### config.mk
export PLATFORM = sky130hd
export DESIGN_NAME = vtg_sof_gen
export DESIGN_NICKNAME = d
export VERILOG_FILES = /design/src/rtl/vtg_pkg.sv /design/src/rtl/vtg_line_ctr.sv /design/src/rtl/vtg_pulse_dec.sv /design/src/rtl/vtg_sof_gen.sv
export SDC_FILE = /design/constraint.sdc
export NUM_CORES = 1
export LEC_CHECK = 0
export ABC_CLOCK_PERIOD_IN_PS = 9200
export BUFFER_PORTS_ARGS = -buffer_cell sky130_fd_sc_hd__buf_2
export CAP_MARGIN = 10
export CORE_MARGIN = 4
export CORE_UTILIZATION = 57
export CTS_BUF_LIST = sky130_fd_sc_hd__clkbuf_4 sky130_fd_sc_hd__clkbuf_8
export DETAILED_ROUTE_END_ITERATION = 10
export PLACE_DENSITY = 0.84
export SLEW_MARGIN = 5
export SYNTH_ARGS = -nofsm -noshare
export SYNTH_HDL_FRONTEND = slang
export SYNTH_SLANG_ARGS = --single-unit
### constraint.sdc
create_clock -name clk_i -period 9.2 [get_ports clk_i]
set_input_delay 1.84 -clock clk_i [delete_from_list [all_inputs] [get_ports clk_i]]
set_output_delay 1.84 -clock clk_i [all_outputs]
set_load 0.02 [all_outputs]
### src/rtl/vtg_pkg.sv
package vtg_pkg;
  parameter int LINE_W_DEF  = 13;
  parameter int FRAME_W_DEF = 24;
  parameter int STAT_FR_DEF = 16;

  // lines before blank end at which start-of-frame fires
  function automatic logic [2:0] sof_offset(input logic intl, input logic odd, input logic early);
    logic [2:0] base;
    if (!intl) base = early ? 3'd3 : 3'd2;
    else       base = (odd ? 3'd3 : 3'd4) + (early ? 3'd2 : 3'd0);
    return base;
  endfunction
endpackage

### src/rtl/vtg_line_ctr.sv
module vtg_line_ctr #(
  parameter int LINE_W  = 13,
  parameter int FRAME_W = 24
) (
  input  logic               clk_i,
  input  logic               rst_ni,
  input  logic               enable_i,
  input  logic               tick_i,
  input  logic               interlace_i,
  input  logic [LINE_W-1:0]  vtotal_i,
  output logic [LINE_W-1:0]  line_o,
  output logic               field_o,
  output logic [FRAME_W-1:0] frame_o,
  output logic               new_line_o
);
  logic [LINE_W-1:0]  line_q;
  logic               field_q;
  logic [FRAME_W-1:0] frame_q;
  logic               new_line_q;
  logic [LINE_W:0]    nxt;
  logic               wrap;

  assign nxt  = {1'b0, line_q} + (interlace_i ? (LINE_W+1)'(2) : (LINE_W+1)'(1));
  assign wrap = nxt >= {1'b0, vtotal_i};

  always_ff @(posedge clk_i or negedge rst_ni) begin
    if (!rst_ni) begin
      line_q     <= '0;
      field_q    <= 1'b0;
      frame_q    <= '0;
      new_line_q <= 1'b0;
    end else if (!enable_i) begin
      line_q     <= '0;
      field_q    <= 1'b0;
      frame_q    <= '0;
      new_line_q <= 1'b0;
    end else begin
      new_line_q <= tick_i;
      if (tick_i) begin
        if (wrap) begin
          frame_q <= frame_q + 1'b1;
          if (interlace_i) begin
            field_q <= ~field_q;
            line_q  <= {{(LINE_W-1){1'b0}}, ~field_q};
          end else begin
            field_q <= 1'b0;
            line_q  <= '0;
          end
        end else begin
          line_q <= nxt[LINE_W-1:0];
        end
      end
    end
  end

  assign line_o     = line_q;
  assign field_o    = field_q;
  assign frame_o    = frame_q;
  assign new_line_o = new_line_q;

  assert_wrap_top_R1: assert property (@(posedge clk_i) disable iff (!rst_ni)
    (enable_i && tick_i && wrap) |=> (line_q <= 1));
  assert_frame_hold_R2: assert property (@(posedge clk_i) disable iff (!rst_ni)
    (enable_i && !(tick_i && wrap)) |=> (!enable_i || $stable(frame_q)) || $past(!enable_i) || (frame_q == '0));
  assert_field_toggle_R3: assert property (@(posedge clk_i) disable iff (!rst_ni)
    (enable_i && interlace_i && tick_i && wrap) |=> (field_q != $past(field_q)) && (line_q[0] == field_q));
  assert_disabled_clear_R11: assert property (@(posedge clk_i) disable iff (!rst_ni)
    !enable_i |=> (line_q == '0 && frame_q == '0 && !field_q && !new_line_q));
endmodule

### src/rtl/vtg_pulse_dec.sv
module vtg_pulse_dec
  import vtg_pkg::*;
#(
  parameter int LINE_W = 13
) (
  input  logic              clk_i,
  input  logic              rst_ni,
  input  logic              enable_i,
  input  logic              new_line_i,
  input  logic [LINE_W-1:0] line_i,
  input  logic              field_i,
  input  logic              interlace_i,
  input  logic              scaler_en_i,
  input  logic              prog_early_i,
  input  logic              intl_early_i,
  input  logic [3:0]        adv_pos_i,
  input  logic [LINE_W-1:0] vblank_start_i,
  input  logic [LINE_W-1:0] vblank_end_i,
  output logic              vblank_o,
  output logic              sof_o,
  output logic              adv_sol_o
);
  logic              early;
  logic [LINE_W-1:0] sof_line;
  logic [LINE_W-1:0] adv_line;

  assign early    = scaler_en_i && (interlace_i ? intl_early_i : prog_early_i);
  assign sof_line = vblank_end_i - LINE_W'(sof_offset(interlace_i, field_i, early));
  assign adv_line = vblank_end_i - LINE_W'(adv_pos_i);

  assign vblank_o  = enable_i && ((line_i >= vblank_start_i) || (line_i < vblank_end_i));
  assign sof_o     = enable_i && new_line_i && (line_i == sof_line);
  assign adv_sol_o = enable_i && new_line_i && (line_i == adv_line);

  assert_quiet_off_R11: assert property (@(posedge clk_i) disable iff (!rst_ni)
    !enable_i |-> !(sof_o || adv_sol_o || vblank_o));
  assert_sof_single_R5: assert property (@(posedge clk_i) disable iff (!rst_ni)
    sof_o |=> !sof_o);
  assert_adv_single_R9: assert property (@(posedge clk_i) disable iff (!rst_ni)
    adv_sol_o |=> !adv_sol_o);
endmodule

### src/rtl/vtg_sof_gen.sv
module vtg_sof_gen
  import vtg_pkg::*;
#(
  parameter int LINE_W  = LINE_W_DEF,
  parameter int FRAME_W = FRAME_W_DEF,
  parameter int STAT_FR = STAT_FR_DEF
) (
  input  logic                      clk_i,
  input  logic                      rst_ni,
  input  logic                      enable_i,
  input  logic                      line_tick_i,
  input  logic                      interlace_i,
  input  logic                      scaler_en_i,
  input  logic                      prog_early_i,
  input  logic                      intl_early_i,
  input  logic [3:0]                adv_pos_i,
  input  logic [LINE_W-1:0]         vtotal_i,
  input  logic [LINE_W-1:0]         vblank_start_i,
  input  logic [LINE_W-1:0]         vblank_end_i,
  output logic                      vblank_o,
  output logic                      sof_o,
  output logic                      adv_sol_o,
  output logic [LINE_W-1:0]         line_o,
  output logic                      field_o,
  output logic [FRAME_W-1:0]        frame_o,
  output logic [STAT_FR+LINE_W-1:0] status_o
);
  logic new_line;

  vtg_line_ctr #(.LINE_W(LINE_W), .FRAME_W(FRAME_W)) u_ctr (
    .clk_i      (clk_i),
    .rst_ni     (rst_ni),
    .enable_i   (enable_i),
    .tick_i     (line_tick_i),
    .interlace_i(interlace_i),
    .vtotal_i   (vtotal_i),
    .line_o     (line_o),
    .field_o    (field_o),
    .frame_o    (frame_o),
    .new_line_o (new_line)
  );

  vtg_pulse_dec #(.LINE_W(LINE_W)) u_dec (
    .clk_i         (clk_i),
    .rst_ni        (rst_ni),
    .enable_i      (enable_i),
    .new_line_i    (new_line),
    .line_i        (line_o),
    .field_i       (field_o),
    .interlace_i   (interlace_i),
    .scaler_en_i   (scaler_en_i),
    .prog_early_i  (prog_early_i),
    .intl_early_i  (intl_early_i),
    .adv_pos_i     (adv_pos_i),
    .vblank_start_i(vblank_start_i),
    .vblank_end_i  (vblank_end_i),
    .vblank_o      (vblank_o),
    .sof_o         (sof_o),
    .adv_sol_o     (adv_sol_o)
  );

  // both fields captured from the same registers in the same cycle
  assign status_o = {frame_o[STAT_FR-1:0], line_o};
endmodule

==> metrics.md, run 1 <==
| Metric | Value |
|---|---|
| Reg2reg start | u_ctr.line_o[0]$_DFFE_PN0P_ |
| Req. time, crit path | 7.36 ns |
| DRT Pass-1 Iters | 5 |
| Vias | 4301 |
| Dpl cells | 705 |
| Avg WL per Cell | about 16 um |
| Tcrit/Tclk final | 0.7568 |
| Seq/Total Area, Yosys | 0.2218 |
| Crit. End Element | primary output |
| Initial DRC Count | about 320 |
| Area Growth Syn to Fin | 11.52% |
| Largest area contributor in the netlist | dfrtp_1 |
| Initial antenna violation count | 0 |
| Worst IR Drop VDD | 0.06214 mV |
| Hold-fix buffers, CTS | 0 |
| Number of synthesized register bits | 39 |
| Critical Path Source | interlace_i |
| Clk_skew | 0.008166 ns |
| Setup_tns | 0 ns |
| TritonCTS Buffers | 5 |
| Initial Utilization | 0.5969 |
| Status | complete, no violations |
| Post-Syn Instances | 535 |
| Share of layout cells above drive strength 1 | 0.2296 |
| Post-cts resize count | 0 |
| Synth warnings | 0 |
| I/O pin count | 121 |
| Mapped Avg Cell Area | 8.223 um^2 |
| Slew @ Worst Pin | 0.9197 ns |
| Final setup fails | 0 |
| Post-CTS Setup Repair Bufs | 0 |
| Worst path cell trace | buf_2, mux2_2, nand2_1, ha_1, and2_1, fa_1, a211oi_1, nand2_1, xnor2_1, a2111oi_0, nand4_1, nor4_1, buf_2 |
| WHS | 0.5560 ns |
| ANT nets after route | 0 |
| Overflow after GRT | 0 |
| Drt total wl | 11550 um |
| First-pass GRT wire length | about 18000 um |
| Post-synth top cells | inv_1, ha_1, dfrtp_1 |
| Crit Path Max Fanout | 8 |
| RSZ-0062 raised after global routing | no |
| Leakage | 2.555 nW |
| Post-synth EDFFs | 0 |
| Total Nets Final | 716 |
| CTS max path bufs | 2 |
| CP bufs+invs | 2 |
| Fin. max-slew vios | 0 |
| DP Wirelength | 8786 um |
| Hold_sp | u_ctr.frame_o[23]$_DFFE_PN0P_ |
| PortBufs | 120 |
| Slowest stage cell, crit path | a211oi_1 |
| Core ar. | between 7000 and 8000 um^2 |
| Max stage delay on crit path | around 0.48 ns |
| Async SR Flop Fraction | 1.000 |
| Fill cells | 657 |
| Rel. slew slack | 0.3869 |
| Finished Core Util | 0.6657 |
| Top post-synthesis cells by area | dfrtp_1, ha_1, buf_4 |
| Placer congestion estimate | 0.9235 |
| Crit path max-delay family | simple AND/OR/NAND/NOR gates |
| Non-filler instance count after layout | 713 |
| CTS tree | yes |
| Critical path class | in2out |
| WP data arrival | 5.12 ns |
| Max Fclk | 143.6 MHz |
| Remaining DRCs | 0 |
| Reg clk slew, reported paths | 0.08 ns |
| Max cap viols | 0 |
| Syn_nets | 638 |
| Type of the most critical hold path | reg2reg |
| Vias per cell | 6.032 |
| Endpoints failing hold | 0 |
| Largest net degree at the start of global routing | 40 |
| Die height | between 90 and 100 um |
| Most instantiated library cell after synthesis | inv_1 |
| CTS Sinks | 39 |
| Yosys top cell area share | 0.2218 |
| Crit path launch type | input pin |
| Die width | 95.85 um |
| Distinct cells, synth | 61 |
| Clock period minus worst slack | just under 7 ns |
| Clock Latency Late Sink | 0.30 ns |
| Vias in the first global route | ~4100 |
| Main synth FF type | dfrtp_1 |
| Pwr dens | between 80 and 90 nW/um^2 |
| Total die area | around 9200 um^2 |
| Synthesized area | 4399 um^2 |
| # rows | 31 |
| Clock root buffer | clkbuf_8 |
| GR Util All Layers | 0.2450 |
| Diodes inserted | 0 |
| Number of H-tree levels | 2 |
logic make-up (layout without fill, tap and decap cells):
group	Yosys count	count (layout)	share of synthesized area
and+or+nand+nor	178	178	0.2193
AOI/OAI and AO/OA	112	112	0.1837
buffers and inverters	102	181	0.1166
adders and majority gates	52	52	0.1530
xor gates and xnor gates	46	46	0.09158
DFF	39	39	0.2218
muxes	6	6	0.01394
final cells by class:
cell class,instances,area [um^2],share of cell area
clock buffer,5,68.82,0.01403
sequential,39,975.9,0.1989
inverter,51,191.4,0.03902
timing repair buffer,122,615.6,0.1255
multi-input combinational,394,2910,0.5932
tap,99,123.9,0.02525
clock inverter,3,20.02,0.004081
power by group:
part | switching (W) | internal (W)
registers | 0.00000376 | 0.000172
clock network | 0.0000679 | 0.0000528
logic | 0.0000593 | 0.0000405
path summary, 6_finish.rpt:
kind | to | slack (ns) | cells past startpoint
worst max-delay path | sof_o | 2.24 | 13
worst min-delay path | u_ctr.frame_o[23]$_DFFE_PN0P_ | 0.56 | 2
worst max register to register | u_ctr.frame_o[15]$_DFFE_PN0P_ | 4.86 | 14
min in group asynchronous | u_ctr.frame_o[14]$_DFFE_PN0P_ | 1.66 | 1
worst min register to register | u_ctr.frame_o[23]$_DFFE_PN0P_ | 0.56 | 2
max in group asynchronous | u_ctr.frame_o[22]$_DFFE_PN0P_ | 6.98 | 1
layer usage:
layer  track usage  share of wire  vias to the layer above
met5             0              0                        -
met3       0.04066          0.065                       24
li1              -              -                     2048
met2        0.4215           0.49                      181
met1        0.3122           0.43                     2048
met4       0.07938          0.015                        0
placed cells by master, fill, tap and decap left out, types with 6 or more instances in the layout:
| cell | instances |
|---|---|
| a21boi_0 | 6 |
| a21oi_1 | 24 |
| a31oi_1 | 7 |
| and3_1 | 7 |
| buf_2 | 120 |
| dfrtp_1 | 39 |
| ha_1 | 49 |
| inv_1 | 50 |
| nand2_1 | 31 |
| nand2b_1 | 13 |
| nand3_1 | 24 |
| nand4_1 | 23 |
| nor2_1 | 30 |
| nor3_1 | 15 |
| o21a_1 | 8 |
| o21ai_0 | 12 |
| o31ai_1 | 6 |
| o41ai_1 | 6 |
| or3_1 | 7 |
| xnor2_1 | 24 |
| xor2_1 | 22 |
sequential cells by signal, indices dropped and copies added, names as in the netlist:
name	count
u_ctr.field_o	1
u_ctr.frame_o	24
u_ctr.line_o	13
u_ctr.new_line_o	1
worst min-delay path, stage by stage (launching register included):
cell     delay, ns
dfrtp_1       0.39
nand2_1       0.07
mux2i_1       0.06
through the flow:
| stage | instance area (um^2) | power (W) | worst slack [ns] |
|---|---|---|---|
| after floorplan | 4399 | 0.0002431 | 2.570 |
| after global placement | 4817 | 0.0002743 | 2.409 |
| after detailed placement | 4817 | 0.0002784 | 2.278 |
| after CTS | 4906 | 0.0003967 | 2.272 |
| after global routing | 4906 | 0.0004166 | 1.972 |
| final | 4906 | 0.0003967 | 2.237 |
(Power assumes the default switching activity.)
==> run 2: changes to the inputs <==
ABC_AREA = 1   (was default)
ABC_CLOCK_PERIOD_IN_PS = 5770   (was 9200)
CORE_UTILIZATION = 51   (was 57)
PLACE_DENSITY = 0.78   (was 0.84)
clock period = 5.77 ns   (was 9.2 ns; I/O delays follow)
==> run 2 against run 1 <==
Against the previous run: register-to-register slack worse by 2.9 ns; global-route usage fell by 2.0 points; die area rose by 23%; hold slack better by 0.0020 ns; total power rose by 69%; flip-flop and latch count is the same; clock power grew 59%; synthesized area rose by 12%.
==> metrics.md, run 2 <==
| Metric | Value |
|---|---|
| Post-synth top cells | nand2_1, inv_1, nor2_1 (was inv_1, ha_1, dfrtp_1) |
| TritonCTS Buffers | 5 (unchanged) |
| Crit Reg-Reg Endpoint | u_ctr.frame_o[16]$_DFFE_PN0P_ (was u_ctr.frame_o[15]$_DFFE_PN0P_) |
| Max cap viols | 0 (unchanged) |
| Share of layout cells above drive strength 1 | 0.2448 (was 0.2296) |
| Avg WL per Cell | 13.02 um (was 16.20 um) |
| RSZ-0062 raised after global routing | no (unchanged) |
| Die width | 106.3 um (was 95.85 um) |
| Crit. End Element | primary output (unchanged) |
| Vias in the first global route | 4319 (was 4066) |
| Pwr dens | 121.8 nW/um^2 (was 80.85 nW/um^2) |
| Initial DRC Count | 297 (was 319) |
| Fin. max-slew vios | 0 (unchanged) |
| Rel. slew slack | 0.3925 (was 0.3869) |
| Crit Path Max Fanout | 5 (was 8) |
| Largest area contributor in the netlist | dfrtp_1 (unchanged) |
| Main synth FF type | dfrtp_1 (unchanged) |
| Clock period minus worst slack | a little under 5 ns |
| Number of H-tree levels | 2 (unchanged) |
| Remaining DRCs | 0 (unchanged) |
| Diodes inserted | 0 (unchanged) |
| Syn_nets | 836 (was 638) |
| Core ar. | 9328 um^2 (was 7370 um^2) |
| Max Fclk | 202.4 MHz |
| Synth warnings | 0 (unchanged) |
| Initial antenna violation count | 0 (unchanged) |
| Distinct cells, synth | 39 (was 61) |
| Clock Latency Late Sink | 0.29 ns (was 0.30 ns) |
| I/O pin count | 121 (unchanged) |
| Seq/Total Area, Yosys | 0.1981 (was 0.2218) |
| Async SR Flop Fraction | 1.000 (unchanged) |
| ANT nets after route | 0 (unchanged) |
| Setup WS post-layout | 0.8299 ns (was 2.237 ns) |
| # rows | 35 (was 31) |
| PortBufs | 120 (unchanged) |
| DP Wirelength | 9884 um (was 8786 um) |
| WHS | 0.5580 ns (was 0.5560 ns) |
| Total Power | 0.0006686 W (was 0.0003967 W) |
| Leading cell type in the layout, fill and taps excluded | nand2_1 (was buf_2) |
| First-pass GRT wire length | 21010 um (was 18220 um) |
| Reg2reg start | u_ctr.line_o[0]$_DFFE_PN0P_ (unchanged) |
| WP data arrival | 3.79 ns (was 5.12 ns) |
| Vias | 4751 (was 4301) |
| Largest net degree at the start of global routing | 40 (unchanged) |
| Post-cts resize count | 0 (unchanged) |
| CTS tree | yes (unchanged) |
| Setup_tns | 0 ns (unchanged) |
| Most instantiated library cell after synthesis | nand2_1 (was inv_1) |
| Number of synthesized register bits | 39 (unchanged) |
| Yosys top cell area share | 0.1981 (was 0.2218) |
| Total die area | 11300 um^2 (was 9187 um^2) |
| Max reg flops | 24 (unchanged) |
| Post-CTS Setup Repair Bufs | 0 (unchanged) |
| Endpoints failing hold | 0 (unchanged) |
| Hold-fix buffers, CTS | 0 (unchanged) |
| Final setup fails | 0 (unchanged) |
| Synthesized area | 4926 um^2 (was 4399 um^2) |
| Total Nets Final | 923 (was 716) |
| Type of the most critical hold path | reg2reg (unchanged) |
| Tcrit/Tclk final | 0.8562 |
| Vias per cell | 5.001 (was 6.032) |
| Worst reg-to-reg path cell count | 19 (was 14) |
| Leakage | 3.048 nW (was 2.555 nW) |
| Finished Core Util | 0.5885 (was 0.6657) |
| Worst Hold Path EP | u_ctr.frame_o[19]$_DFFE_PN0P_ (was u_ctr.frame_o[23]$_DFFE_PN0P_) |
| CTS max path bufs | 2 (unchanged) |
| DRT Pass-1 Iters | 5 (unchanged) |
| Area Growth Syn to Fin | 11.43% (was 11.52%) |
| Req. time, crit path | 4.62 ns (was 7.36 ns) |
| Placer congestion estimate | 0.9452 (was 0.9235) |
| Initial Utilization | 0.5281 (was 0.5969) |
| Post-Syn Instances | 733 (was 535) |
| Crit path launch type | input pin (unchanged) |
| Drt total wl | 12370 um (was 11550 um) |
| Hold_sp | u_ctr.frame_o[19]$_DFFE_PN0P_ (was u_ctr.frame_o[23]$_DFFE_PN0P_) |
| Slew @ Worst Pin | 0.9112 ns (was 0.9197 ns) |
| GR Util All Layers | 0.2246 (was 0.2450) |
| Overflow after GRT | 0 (unchanged) |
| Post-synth EDFFs | 0 (unchanged) |
| CTS Sinks | 39 (unchanged) |
| Clk_skew | 0.004712 ns (was 0.008166 ns) |
| Critical path class | in2out (unchanged) |
| Setup slack, reg-to-reg | 1.92 ns (was 4.86 ns) |
| Commonest cells after routing, fill and taps aside | nand2_1, buf_2, inv_1 (was buf_2, inv_1, ha_1) |
| WHS Path Cells | 2 (unchanged) |
| Reg clk slew, reported paths | 0.08 ns (about the same) |
| Worst IR Drop VDD | 0.08454 mV (was 0.06214 mV) |
| Top post-synthesis cells by area | dfrtp_1, nand2_1, ha_1 (was dfrtp_1, ha_1, buf_4) |
| Post-place setup slack | 0.8633 ns (was 2.278 ns) |
| Clock root buffer | clkbuf_8 (unchanged) |
| Die height | 106.3 um (was 95.85 um) |
| Mapped Avg Cell Area | 6.720 um^2 (was 8.223 um^2) |
| Status | complete, no violations (unchanged) |
## run 2: cells by family (layout without fill, tap and decap cells)
family | after synthesis | in the layout | synth area share
DFF | 39 | 39 | 0.1981
and+or+nand+nor | 389 | 389 | 0.3670
buffers and inverters | 146 | 234 | 0.1425
AOI/OAI and AO/OA | 75 | 75 | 0.09881
xor gates and xnor gates | 32 | 32 | 0.05690
adders and majority gates | 52 | 52 | 0.1367
## run 2: worst max-delay path by stage
stage / slack (ns) / end / cells past startpoint / from
global placement: 0.95 / sof_o / 16 / interlace_i
floorplan: 1.34 / sof_o / 14 / interlace_i
finish: 0.83 / sof_o / 17 / interlace_i
CTS: 0.85 / sof_o / 17 / interlace_i
global route: 0.49 / sof_o / 17 / interlace_i
detailed placement: 0.86 / sof_o / 17 / interlace_i
## run 2: stage by stage
step | area, um^2 | instances
6_report | 5489 | 950
4_1_cts | 5489 | 950
3_5_place_dp | 5400 | 942
2_1_floorplan | 4926 | 733
5_1_grt | 5489 | 950
3_3_place_gp | 5400 | 942
## run 2: metal layers
| layer | GRT usage | routed length [um] | up-vias | share of wire |
|---|---|---|---|---|
| li1 | - | - | 2478 | - |
| met1 | 0.3213 | 5882 | 2119 | 0.48 |
| met5 | 0 | 0 | - | 0 |
| met4 | 0.04903 | 148 | 0 | 0.012 |
| met2 | 0.3570 | 5530 | 142 | 0.45 |
| met3 | 0.03582 | 803 | 12 | 0.065 |
## run 2: critical path, stage by stage
cell and delay, ns:
buf_2 0.14, inv_1 0.10, o21ai_0 0.28, ha_1 0.29
nand2_1 0.06, inv_1 0.07, fa_1 0.40, nand2_1 0.12
nand2_1 0.11, nor2_1 0.21, nand2_1 0.08, nand2_1 0.07
nand3_1 0.07, nor3_1 0.18, nand4_1 0.14, nor2_1 0.12
buf_2 0.17
## run 2: final cells by class
class	count	area, um^2
Tap cell	129	161.4
Multi-Input combinational cell	548	3248
Timing Repair Buffer	121	620.6
Clock inverter	1	5.005
Clock buffer	7	83.83
Sequential cell	39	975.9
Inverter	105	394.1
Fill cell	945	3839
## run 2: power breakdown
group,leakage (nW),total (W),switching (W),internal [W]
registers,0.542,0.000285,0.00000837,0.000276
clock network,0.0491,0.000192,0.0000976,0.0000944
logic,2.46,0.000192,0.000123,0.0000693
==> run 3: changes to the inputs <==
RECOVER_POWER = 100   (was default)
==> run 3 against run 2 <==
Against the previous run: the flow now finishes with violations (max-capacitance violations, max-slew violations); clock power is essentially flat; utilization is 1.7 points lower; hold slack worse by 0.00092 ns; global-route usage is the same; die area unchanged; flip-flop and latch count unchanged; first-iteration DRC count fell by 4.7%; via count is 0.25% higher.
==> metrics.md, run 3 (synthesis gave the netlist of run 2 again) <==
| Metric | Value |
|---|---|
| Status | finished with violations (was complete, no violations) |
| Violated checks | max-capacitance violations, max-slew violations |
| Slew @ Worst Pin | 2.192 ns (was 0.9112 ns) |
| Remaining DRCs | 0 (unchanged) |
| Max reg flops | 24 (unchanged) |
| Final setup fails | 0 (unchanged) |
| Clk_skew | 0.002671 ns (was 0.004712 ns) |
| Vias in the first global route | 4319 (unchanged) |
| DP Wirelength | 9884 um (unchanged) |
| PortBufs | 120 (unchanged) |
| Req. time, crit path | 4.62 ns (about the same) |
| Slowest stage cell, crit path | fa_1 (unchanged) |
| Total Nets Final | 923 (unchanged) |
| Clock power share | 0.290 (was 0.287) |
| WHS Path Cells | 2 (unchanged) |
| First-pass GRT wire length | 21010 um (unchanged) |
| Fill cells | 996 (was 945) |
| Tcrit/Tclk final | 0.8721 (was 0.8562) |
| Total die area | 11300 um^2 (unchanged) |
| Vias per cell | 5.014 (was 5.001) |
| Crit Reg-Reg Endpoint | u_ctr.frame_o[16]$_DFFE_PN0P_ (unchanged) |
| Multi-input gate area | 3179 um^2 (was 3248 um^2) |
| Largest net degree at the start of global routing | 40 (unchanged) |
| Placer congestion estimate | 0.9452 (unchanged) |
| DRT Pass-1 Iters | 6 (was 5) |
| Pint | 0.0004377 W (was 0.0004400 W) |
| Initial antenna violation count | 0 (unchanged) |
| Combinational Power Share | 0.282 (was 0.287) |
| Clock Latency Late Sink | 0.29 ns (about the same) |
| Initial DRC Count | 283 (was 297) |
| Psw | 0.0002266 W (was 0.0002286 W) |
| Commonest cells after routing, fill and taps aside | nand2_1, inv_1, clkbuf_1 (was nand2_1, buf_2, inv_1) |
| Setup slack, reg-to-reg | 1.55 ns (was 1.92 ns) |
| Avg WL per Cell | 13.06 um (was 13.02 um) |
| Setup_tns | 0 ns (unchanged) |
| Fin. max-slew vios | 40 (was 0) |
| Setup WS post-layout | 0.7378 ns (was 0.8299 ns) |
| Post-place setup slack | 0.8633 ns (unchanged) |
| Crit Path Max Fanout | 5 (unchanged) |
| CTS max path bufs | 2 (unchanged) |
| Crit. End Element | primary output (unchanged) |
| Worst path cell trace | clkbuf_1, inv_1, o21ai_0, ha_1, nand2_1, inv_1, fa_1, nand2_1, nand2_1, nor2_1, nand2_1, nand2_1, nand3_1, nor3_1, nand4_1, nor2_1, buf_2 (was buf_2, inv_1, o21ai_0, ha_1, nand2_1, inv_1, fa_1, nand2_1, nand2_1, nor2_1, nand2_1, nand2_1, nand3_1, nor3_1, nand4_1, nor2_1, buf_2) |
| Initial Utilization | 0.5281 (unchanged) |
| GR Util All Layers | 0.2246 (unchanged) |
| Crit path launch type | input pin (unchanged) |
| Sequential cell area | 975.9 um^2 (unchanged) |
| Die height | 106.3 um (unchanged) |
| Area Growth Syn to Fin | 8.204% (was 11.43%) |
| Pwr dens | 124.6 nW/um^2 (was 121.8 nW/um^2) |
| CP dominant cell by count | nand2_1 (unchanged) |
| Switching Share | 0.3411 (was 0.3419) |
| Max stage delay on crit path | 0.40 ns (about the same) |
| Leakage | 2.716 nW (was 3.048 nW) |
| Overflow after GRT | 0 (unchanged) |
| Total Power | 0.0006643 W (was 0.0006686 W) |
| # rows | 35 (unchanged) |
| Finished Core Util | 0.5714 (was 0.5885) |
| Worst Hold Path EP | u_ctr.frame_o[19]$_DFFE_PN0P_ (unchanged) |
| Post-cts resize count | 0 (unchanged) |
| Max Fclk | 198.7 MHz (was 202.4 MHz) |
| Max cap viols | 1 (was 0) |
| CTS tree | yes (unchanged) |
| Sequential power share | 0.428 (was 0.426) |
| Clock period minus worst slack | 5.032 ns (was 4.940 ns) |
| Die width | 106.3 um (unchanged) |
| WP data arrival | 3.88 ns (was 3.79 ns) |
| Rel. slew slack | -0.4610 (was 0.3925) |
| Number of H-tree levels | 2 (unchanged) |
| Reg clk slew, reported paths | 0.08 ns (about the same) |
| ANT nets after route | 0 (unchanged) |
| Core ar. | 9328 um^2 (unchanged) |
| Hold-fix buffers, CTS | 0 (unchanged) |
| Worst reg-to-reg path cell count | 18 (was 19) |
| Share of layout cells above drive strength 1 | 0.1315 (was 0.2448) |
| Hold_sp | u_ctr.frame_o[19]$_DFFE_PN0P_ (unchanged) |
| Vias | 4763 (was 4751) |
| Type of the most critical hold path | reg2reg (unchanged) |
| Worst IR Drop VDD | 0.08217 mV (was 0.08454 mV) |
| CTS Sinks | 39 (unchanged) |
| Diodes inserted | 0 (unchanged) |
| RSZ-0062 raised after global routing | no (unchanged) |
| I/O pin count | 121 (unchanged) |
| Post-CTS Setup Repair Bufs | 0 (unchanged) |
| Drt total wl | 12410 um (was 12370 um) |
| Clock root buffer | clkbuf_8 (unchanged) |
| TritonCTS Buffers | 5 (unchanged) |
| Critical path class | in2out (unchanged) |
| Endpoints failing hold | 0 (unchanged) |
| Reg2reg start | u_ctr.line_o[0]$_DFFE_PN0P_ (unchanged) |
| Leading cell type in the layout, fill and taps excluded | nand2_1 (unchanged) |
run 3: cell types whose count changed in the layout (fill, tap and decap cells not counted), sizes merged:
| cell | previous run | this run |
|---|---|---|
| clkbuf | 7 | 79 |
| buf | 121 | 49 |
run 3: cell type report:
cell class,count,share of cell area
Clock inverter,1,0.0009390
Timing Repair Buffer,121,0.09953
Inverter,105,0.07394
Sequential cell,39,0.1831
Multi-Input combinational cell,548,0.5965
Clock buffer,7,0.01573
Tap cell,129,0.03028
run 3: through the flow:
| stage | instance area (um^2) | hold slack (ns) | cells |
|---|---|---|---|
| floorplan | 4926 | 0.6162 | 733 |
| global placement | 5400 | 0.5327 | 942 |
| detailed placement | 5400 | 0.5340 | 942 |
| CTS | 5489 | 0.5557 | 950 |
| global route | 5330 | 0.5817 | 950 |
| finish | 5330 | 0.5571 | 950 |
run 3: worst max path at each step:
stage,from,end
finish,interlace_i,sof_o
global route,interlace_i,sof_o
CTS,interlace_i,sof_o
detailed placement,interlace_i,sof_o
global placement,interlace_i,sof_o
floorplan,interlace_i,sof_o
run 3: per-layer routing:
metal / up-vias / global-route usage / part of all wire / wire length, um
met1: 2121 / 0.3213 / 0.47 / 5849
met3: 12 / 0.03582 / 0.070 / 872
li1: 2478 / - / - / -
met4: 0 / 0.04903 / 0.012 / 147
met2: 152 / 0.3570 / 0.45 / 5537
met5: - / 0 / 0 / 0
run 3: worst max-delay path, delay by kind of cell:
kind | cells | cell delay (ns)
simple gates | 10 | 1.14
fa+ha+maj | 2 | 0.69
buf+inv | 4 | 0.60
compound gates | 1 | 0.29
run 3: power groups by stage:
stage	combinational, W	clock [W]	sequential [W]
final	0.000187	0.000192	0.000285
after detailed placement	0.000191	0	0.000290
after floorplan	0.000133	0	0.000291
after global placement	0.000188	0	0.000290
after global routing	0.000219	0.000210	0.000286
after CTS	0.000193	0.000197	0.000285
